==> config.mk <==
export PLATFORM = sky130hd
export DESIGN_NAME = xlat_unit
export DESIGN_NICKNAME = d
export VERILOG_FILES = /design/src/rtl/xlat_pkg.sv /design/src/rtl/xlat_cam.sv /design/src/rtl/xlat_walker.sv /design/src/rtl/xlat_unit.sv
export SDC_FILE = /design/constraint.sdc
export NUM_CORES = 2
export LEC_CHECK = 0
export BUFFER_PORTS_ARGS = -buffer_cell sky130_fd_sc_hd__buf_4
export CAP_MARGIN = 20
export CELL_PAD_IN_SITES_DETAIL_PLACEMENT = 1
export CELL_PAD_IN_SITES_GLOBAL_PLACEMENT = 1
export CORE_ASPECT_RATIO = 1.1
export CORE_MARGIN = 3
export CORE_UTILIZATION = 58
export DETAILED_ROUTE_END_ITERATION = 7
export PLACE_DENSITY_LB_ADDON = 0.12
export SYNTH_ARGS = -nofsm -noshare
export SYNTH_HDL_FRONTEND = slang
export SYNTH_HIERARCHICAL = 1
export SYNTH_SLANG_ARGS = --single-unit
==> constraint.sdc <==
create_clock -name clk -period 8.6 [get_ports clk]
set_input_delay 0.43 -clock clk [delete_from_list [all_inputs] [get_ports clk]]
set_output_delay 0.43 -clock clk [all_outputs]
set_load 0.005 [all_outputs]
==> src/rtl/xlat_pkg.sv <==
package xlat_pkg;
  localparam int PTE_PRESENT = 0;
  localparam int PTE_REFD    = 1;

  typedef enum logic [1:0] {
    WK_IDLE,
    WK_DIR,
    WK_PTE,
    WK_WB
  } walk_st_t;
endpackage

==> src/rtl/xlat_cam.sv <==
module xlat_cam #(
  parameter int ENTRIES = 32,
  parameter int TAG_W   = 20,
  parameter int DATA_W  = 20
) (
  input  logic              clk,
  input  logic              rst_n,
  input  logic [TAG_W-1:0]  lk_tag,
  output logic              lk_hit,
  output logic [DATA_W-1:0] lk_data,
  input  logic              flush,
  input  logic              fill_en,
  input  logic [TAG_W-1:0]  fill_tag,
  input  logic [DATA_W-1:0] fill_data
);
  localparam int SEL_W = (ENTRIES > 1) ? $clog2(ENTRIES) : 1;

  logic [ENTRIES-1:0] vld_q, vld_d, match;
  logic [TAG_W-1:0]   tag_q [ENTRIES];
  logic [DATA_W-1:0]  dat_q [ENTRIES];
  logic [SEL_W-1:0]   rr_q, rr_d, free_sel, slot;
  logic               any_free, wr_en;

  assign wr_en = fill_en && !flush;

  for (genvar g = 0; g < ENTRIES; g++) begin : g_ent
    assign match[g] = vld_q[g] && (tag_q[g] == lk_tag);

    always_ff @(posedge clk) begin
      if (wr_en && (slot == SEL_W'(g))) begin
        tag_q[g] <= fill_tag;
        dat_q[g] <= fill_data;
      end
    end
  end

  always_comb begin
    lk_hit  = |match;
    lk_data = '0;
    for (int i = 0; i < ENTRIES; i++) begin
      if (match[i]) lk_data = lk_data | dat_q[i];
    end
  end

  // lowest free slot wins; the round-robin pointer only moves on replacement
  always_comb begin
    any_free = 1'b0;
    free_sel = '0;
    for (int i = ENTRIES - 1; i >= 0; i--) begin
      if (!vld_q[i]) begin
        any_free = 1'b1;
        free_sel = SEL_W'(i);
      end
    end
    slot = any_free ? free_sel : rr_q;
  end

  always_comb begin
    vld_d = vld_q;
    rr_d  = rr_q;
    if (flush) begin
      vld_d = '0;
    end else if (fill_en) begin
      vld_d[slot] = 1'b1;
      if (!any_free) begin
        rr_d = (rr_q == SEL_W'(ENTRIES - 1)) ? '0 : rr_q + 1'b1;
      end
    end
  end

  always_ff @(posedge clk or negedge rst_n) begin
    if (!rst_n) begin
      vld_q <= '0;
      rr_q  <= '0;
    end else begin
      vld_q <= vld_d;
      rr_q  <= rr_d;
    end
  end
endmodule

==> src/rtl/xlat_walker.sv <==
module xlat_walker
  import xlat_pkg::*;
#(
  parameter int VA_W  = 32,
  parameter int OFF_W = 12,
  parameter int IDX_W = 10
) (
  input  logic                  clk,
  input  logic                  rst_n,
  input  logic                  start,
  input  logic [VA_W-1:0]       start_va,
  input  logic [VA_W-1:0]       start_base,
  output logic                  idle,
  output logic                  mem_req,
  output logic                  mem_we,
  output logic [VA_W-1:0]       mem_addr,
  output logic [VA_W-1:0]       mem_wdata,
  input  logic                  mem_ack,
  input  logic [VA_W-1:0]       mem_rdata,
  output logic                  fill_en,
  output logic [VA_W-OFF_W-1:0] fill_vpn,
  output logic [VA_W-OFF_W-1:0] fill_pfn,
  output logic [OFF_W-1:0]      fill_off,
  output logic                  walk_fault
);
  localparam int PN_W = VA_W - OFF_W;

  walk_st_t          st_q, st_d;
  logic [VA_W-1:0]   va_q, base_q, pte_q;
  logic [PN_W-1:0]   tbl_q;
  logic              ld_req, ld_tbl, ld_pte, present;
  logic [IDX_W-1:0]  dir_idx, tbl_idx;
  logic [VA_W-1:0]   dir_addr, pte_addr;

  assign dir_idx  = va_q[OFF_W+2*IDX_W-1 -: IDX_W];
  assign tbl_idx  = va_q[OFF_W+IDX_W-1 -: IDX_W];
  assign dir_addr = base_q + VA_W'({dir_idx, 2'b00});
  assign pte_addr = {tbl_q, {OFF_W{1'b0}}} + VA_W'({tbl_idx, 2'b00});
  assign present  = mem_rdata[PTE_PRESENT];

  always_comb begin
    st_d       = st_q;
    ld_req     = 1'b0;
    ld_tbl     = 1'b0;
    ld_pte     = 1'b0;
    mem_req    = 1'b0;
    mem_we     = 1'b0;
    mem_addr   = pte_addr;
    mem_wdata  = pte_q | (VA_W'(1) << PTE_REFD);
    fill_en    = 1'b0;
    walk_fault = 1'b0;
    case (st_q)
      WK_IDLE: begin
        if (start) begin
          ld_req = 1'b1;
          st_d   = WK_DIR;
        end
      end
      WK_DIR: begin
        mem_req  = 1'b1;
        mem_addr = dir_addr;
        if (mem_ack) begin
          if (present) begin
            ld_tbl = 1'b1;
            st_d   = WK_PTE;
          end else begin
            walk_fault = 1'b1;
            st_d       = WK_IDLE;
          end
        end
      end
      WK_PTE: begin
        mem_req = 1'b1;
        if (mem_ack) begin
          if (present) begin
            ld_pte = 1'b1;
            st_d   = WK_WB;
          end else begin
            walk_fault = 1'b1;
            st_d       = WK_IDLE;
          end
        end
      end
      WK_WB: begin
        mem_req = 1'b1;
        mem_we  = 1'b1;
        if (mem_ack) begin
          fill_en = 1'b1;
          st_d    = WK_IDLE;
        end
      end
      default: st_d = WK_IDLE;
    endcase
  end

  assign idle     = (st_q == WK_IDLE);
  assign fill_vpn = va_q[VA_W-1:OFF_W];
  assign fill_pfn = pte_q[VA_W-1:OFF_W];
  assign fill_off = va_q[OFF_W-1:0];

  always_ff @(posedge clk or negedge rst_n) begin
    if (!rst_n) st_q <= WK_IDLE;
    else        st_q <= st_d;
  end

  always_ff @(posedge clk) begin
    if (ld_req) begin
      va_q   <= start_va;
      base_q <= start_base;
    end
    if (ld_tbl) tbl_q <= mem_rdata[VA_W-1:OFF_W];
    if (ld_pte) pte_q <= mem_rdata;
  end
endmodule

==> src/rtl/xlat_unit.sv <==
module xlat_unit #(
  parameter int VA_W        = 32,
  parameter int OFF_W       = 12,
  parameter int IDX_W       = 10,
  parameter int TLB_ENTRIES = 32
) (
  input  logic            clk,
  input  logic            rst_n,
  input  logic            req_valid,
  input  logic [VA_W-1:0] req_vaddr,
  input  logic [VA_W-1:0] dir_base,
  input  logic            flush_all,
  output logic            ready,
  output logic            done,
  output logic            fault,
  output logic [VA_W-1:0] paddr,
  output logic            mem_req,
  output logic            mem_we,
  output logic [VA_W-1:0] mem_addr,
  output logic [VA_W-1:0] mem_wdata,
  input  logic            mem_ack,
  input  logic [VA_W-1:0] mem_rdata
);
  localparam int PN_W = VA_W - OFF_W;

  logic            accept, hit_go, walk_go, lk_hit;
  logic [PN_W-1:0] lk_pfn, fill_vpn, fill_pfn;
  logic [OFF_W-1:0] fill_off;
  logic            fill_en, walk_fault, walk_idle;
  logic            done_q, fault_q, pa_en;
  logic [VA_W-1:0] paddr_q, paddr_d;

  assign ready   = walk_idle;
  assign accept  = req_valid && walk_idle;
  assign hit_go  = accept && lk_hit;
  assign walk_go = accept && !lk_hit;

  xlat_cam #(
    .ENTRIES (TLB_ENTRIES),
    .TAG_W   (PN_W),
    .DATA_W  (PN_W)
  ) u_cam (
    .clk       (clk),
    .rst_n     (rst_n),
    .lk_tag    (req_vaddr[VA_W-1:OFF_W]),
    .lk_hit    (lk_hit),
    .lk_data   (lk_pfn),
    .flush     (flush_all),
    .fill_en   (fill_en),
    .fill_tag  (fill_vpn),
    .fill_data (fill_pfn)
  );

  xlat_walker #(
    .VA_W  (VA_W),
    .OFF_W (OFF_W),
    .IDX_W (IDX_W)
  ) u_walk (
    .clk        (clk),
    .rst_n      (rst_n),
    .start      (walk_go),
    .start_va   (req_vaddr),
    .start_base (dir_base),
    .idle       (walk_idle),
    .mem_req    (mem_req),
    .mem_we     (mem_we),
    .mem_addr   (mem_addr),
    .mem_wdata  (mem_wdata),
    .mem_ack    (mem_ack),
    .mem_rdata  (mem_rdata),
    .fill_en    (fill_en),
    .fill_vpn   (fill_vpn),
    .fill_pfn   (fill_pfn),
    .fill_off   (fill_off),
    .walk_fault (walk_fault)
  );

  always_comb begin
    pa_en   = hit_go || fill_en;
    paddr_d = hit_go ? {lk_pfn, req_vaddr[OFF_W-1:0]} : {fill_pfn, fill_off};
  end

  always_ff @(posedge clk or negedge rst_n) begin
    if (!rst_n) begin
      done_q  <= 1'b0;
      fault_q <= 1'b0;
    end else begin
      done_q  <= pa_en;
      fault_q <= walk_fault;
    end
  end

  always_ff @(posedge clk) begin
    if (pa_en) paddr_q <= paddr_d;
  end

  assign done  = done_q;
  assign fault = fault_q;
  assign paddr = paddr_q;
endmodule

==> key figures <==
Power and ir drop
  • Peak supply drop: 291 µV
  • Int Power: 12.3 mW
  • NetSw: 3.98 mW
  • Total Power: 16.3 mW
  • Leakage: 22.7 nW
  • Clock network power share: 39.4%
  • Share of power burned in registers: 50.5%
  • Pwr dens: 236 nW/µm²
  • Switching share of power: 24.5%
  • Power share of the combinational group: 10.1%

Synth
  • Synth Flop Type: edfxtp_1
  • Post-Synth Adder-Cell Area: 0.364%
  • Share of the synthesized area in the top cell type: 70.8%
  • Top post-synthesis cells by area: edfxtp_1, xnor2_1, nand4_1, and3_1, dfrtp_1
  • Flops & latches, synth: 1468
  • Synth Area in Simple Gates: 8.31%
  • Synth Instances: 3617
  • Synth warn: 6
  • Largest family of logic cells by synthesized area: XOR/XNOR gates
  • Synth Area in Compound Gates: 4.59%
  • Synth area leader: edfxtp_1
  • Mux cell area share after synthesis: 0.980%
  • Netlist cell types: 80
  • Async S/R FF share, synth: 2.79%
  • Syn nets: 3735
  • Post-synth EDFFs: 1427
  • Syn_area_per_cell: 16.7 µm²
  • Seq/Total Area, Yosys: 72.5%
  • Post-Synth XOR/XNOR Area: 9.61%
  • Mapped cell area: 60500 µm²

Worst setup path
  • Slowest stage delay, CP: 960 ps
  • CP Data Arrival Time: 5650 ps
  • Reg2Reg Depth: 10
  • Max stage delay cell, worst path: nor4_4
  • Setup crit end kind: flip-flop
  • Worst Path Max Fanout: 33
  • Most frequent CP cell: buf_4
  • R2r endpoint: paddr[27]$_DFFE_PP_
  • Crit Reg-Reg Startpoint: u_cam/tag_q[0][110]$_DFFE_PP_
  • CP Cell Sequence: buf_4 -> buf_4 -> xnor2_1 -> nand4_1 -> nor4_4 -> and2_1 -> buf_4 -> nor4_1 -> nand4_1 -> or2_2 -> nand3_4 -> nand2b_2 -> buf_12
  • Critical path class: in -> reg
  • Reg2reg setup slack: 3540 ps
  • CP Data Required Time: 9040 ps
  • Crit path launch type: input pin

STA
  • Fin. max-slew vios: 0
  • Worst-margin pin slew: 1230 ps
  • Final Skew: 51.5 ps
  • Final hold vios: 0
  • Final Cycle Share: 60.6%
  • Fin worst setup slack: 3390 ps
  • Unrepaired setup endpoints after global routing: no
  • Slew headroom: 15.9%
  • Final setup TNS: 0 ps
  • Setup violators final: 0
  • Fin crit period: 5210 ps
  • Hold Slack: 92.9 ps
  • Maximum clock frequency: 192 MHz

Clock tree
  • CTS Root Buffer Type: clkbuf_16
  • CTS Buf Count: 146
  • Clk pin slew, worst setup/hold paths: 60 ps
  • Clk sink count: 1468
  • Clk_lat worst skew: 770 ps
  • CTS tree: yes
  • Setup bufs post-CTS: 0
  • H-tree depth: 4
  • Clock Path Buffers: 3

Route
  • Via count: 38900
  • Drc violations: 0
  • Post-DR wirelength/cell: 40.1 µm
  • TritonRoute pass-1 iters: 7
  • Routed Antenna Nets: 0
  • Vias per inst: 7.04
  • Initial DRC Count: 6551
  • Final wirelength: 222 mm

Die
  • Num rows: 123
  • DIE WIDTH: 314 µm
  • Core Box Area: 103000 µm²
  • Die Y-Extent: 345 µm
  • IO Pins: 202
  • DIE AREA: 108000 µm²
  • Initial Utilization: 58.8%

Placement
  • Post-placement cell count: 5155
  • Worst slack, placed: 2680 ps
  • Final GP Congestion: 0.871
  • Placed cell area: 63300 µm²
  • Port buffer count: 199
  • Post-DP HPWL: 122 mm

Finish
  • P&R area growth vs syn: 14.2%
  • Layout cell share with drive strength beyond 1: 17.8%
  • Cell area after layout: 69100 µm²
  • Core Util, Final: 67.1%
  • Final std cells w/o fill: 5526
  • Final nets: 4134

Min path
  • WHS Path Cells: 3
  • Worst Hold Path EP: u_walk/st_q[1]$_DFFE_PN0P_
  • Hold wc startpoint: mem_ack
  • Type of the tightest min-delay check: in -> reg

Global routing
  • Initial antenna violation count: 24
  • Largest net degree at the start of global routing: 65
  • Vias in the first global route: 40100
  • First-pass GRT wire length: 304 mm
  • Overall Global Routing Usage: 40.8%
  • Remaining global-route overflow: 0

Flow run
  • Max-Cap Viols: 0

Run status
  • Status: finished, final reports clean
[per-layer routing]
layer / track usage [%] / share of wire, %
met1: 51.2 / 33
met2: 64.6 / 46
met5: 0 / 0.041
met3: 10.6 / 13
met4: 24.1 / 7.0
[worst max-delay path by stage]
stage | startpoint | end | slack, ps | depth (start not counted)
2_1_floorplan | req_vaddr[25] | u_walk/base_q[0]$_DFFE_PP_ | 3010 | 15
3_3_place_gp | req_vaddr[17] | paddr[13]$_DFFE_PP_ | 2820 | 12
3_5_place_dp | req_vaddr[25] | paddr[19]$_DFFE_PP_ | 2680 | 11
4_1_cts | req_vaddr[25] | paddr[27]$_DFFE_PP_ | 3380 | 11
5_1_grt | req_vaddr[18] | paddr[13]$_DFFE_PP_ | 3360 | 13
6_report | req_vaddr[27] | paddr[27]$_DFFE_PP_ | 3390 | 13
[cell usage after synthesis, types with 22 or more instances]
| library cell | n |
|---|---|
| a21oi_1 | 37 |
| inv_1 | 43 |
| clkbuf_1 | 26 |
| nand3_1 | 193 |
| a22oi_1 | 116 |
| buf_6 | 34 |
| mux2_4 | 29 |
| nor3_1 | 60 |
| buf_12 | 40 |
| buf_2 | 22 |
| and3_1 | 173 |
| xor2_1 | 40 |
| nand4_1 | 187 |
| buf_4 | 54 |
| edfxtp_1 | 1427 |
| nor4_1 | 22 |
| nor2_1 | 64 |
| xnor2_1 | 624 |
| and2_1 | 29 |
| dfrtp_1 | 41 |
| o22ai_1 | 27 |
| a22o_1 | 40 |
| nand2_1 | 41 |
| a2111oi_0 | 33 |
[worst max-delay path: cells and delay by family]
family / cells / cell delay [ps]
buf+inv: 4 / 1530
simple gates: 8 / 3370
xor+xnor: 1 / 170
[cells by family (layout without fill, tap and decap cells)]
kind of cell,after synthesis,after routing
buffers and inverters,239,751
multiplexers,43,43
AO/OA/AOI/OAI,338,338
AND/OR/NAND/NOR,847,847
adder cells (fa/ha/maj),17,17
other,1,23
XOR/XNOR,664,664
flip-flops,1468,1468
[power by group through the flow]
stage | combinational [mW] | clock [mW] | sequential, mW
floorplan | 0.760 | 0 | 8.39
global placement | 1.43 | 0 | 8.37
detailed placement | 1.49 | 0 | 8.38
CTS | 1.54 | 6.37 | 8.23
global route | 1.71 | 6.70 | 8.23
finish | 1.65 | 6.41 | 8.22
[registers in the layout, indices dropped and copies added, names as in the netlist]
signal / count
paddr: 32
u_walk/st_q: 2
u_walk/tbl_q: 20
done: 1
u_walk/base_q: 32
u_cam/vld_q: 32
fault: 1
u_walk/va_q: 32
u_walk/pte_q: 31
u_cam/tag_q: 640
u_cam/rr_q: 5
u_cam/dat_q: 640
[layout make-up]
type,instances,area [µm²]
well taps,1375,1720
inverters,43,161
repair buffers,447,3770
clock buffers,183,3950
clock inverters,78,711
flip-flops and latches,1468,43900
fillers,8775,33900
multi-input cells,1910,14800
diodes,22,55.1
[placed cells by master (no fill, tap or decap), types with 27 or more instances in the layout]
cell type,instances
nand2_1,41
a22oi_1,116
nor2_1,37
nand3_1,193
a21oi_1,37
edfxtp_1,1427
and2_1,29
buf_4,358
and3_1,173
nor3_1,45
nand4_1,187
o22ai_1,27
inv_1,43
mux2_4,29
dfrtp_1,41
clkbuf_1,29
nor2_4,27
a2111oi_0,33
clkinv_1,34
clkbuf_16,153
xor2_1,40
xnor2_1,624
a22o_1,40
dlygate4sd3_1,77
[what timing repair did]
item	4_1_cts	5_1_grt
hold buffers	77	0
endpoints found under the hold margin	150	0
resized for setup	0	0
Power figures use the tool's default switching activity.
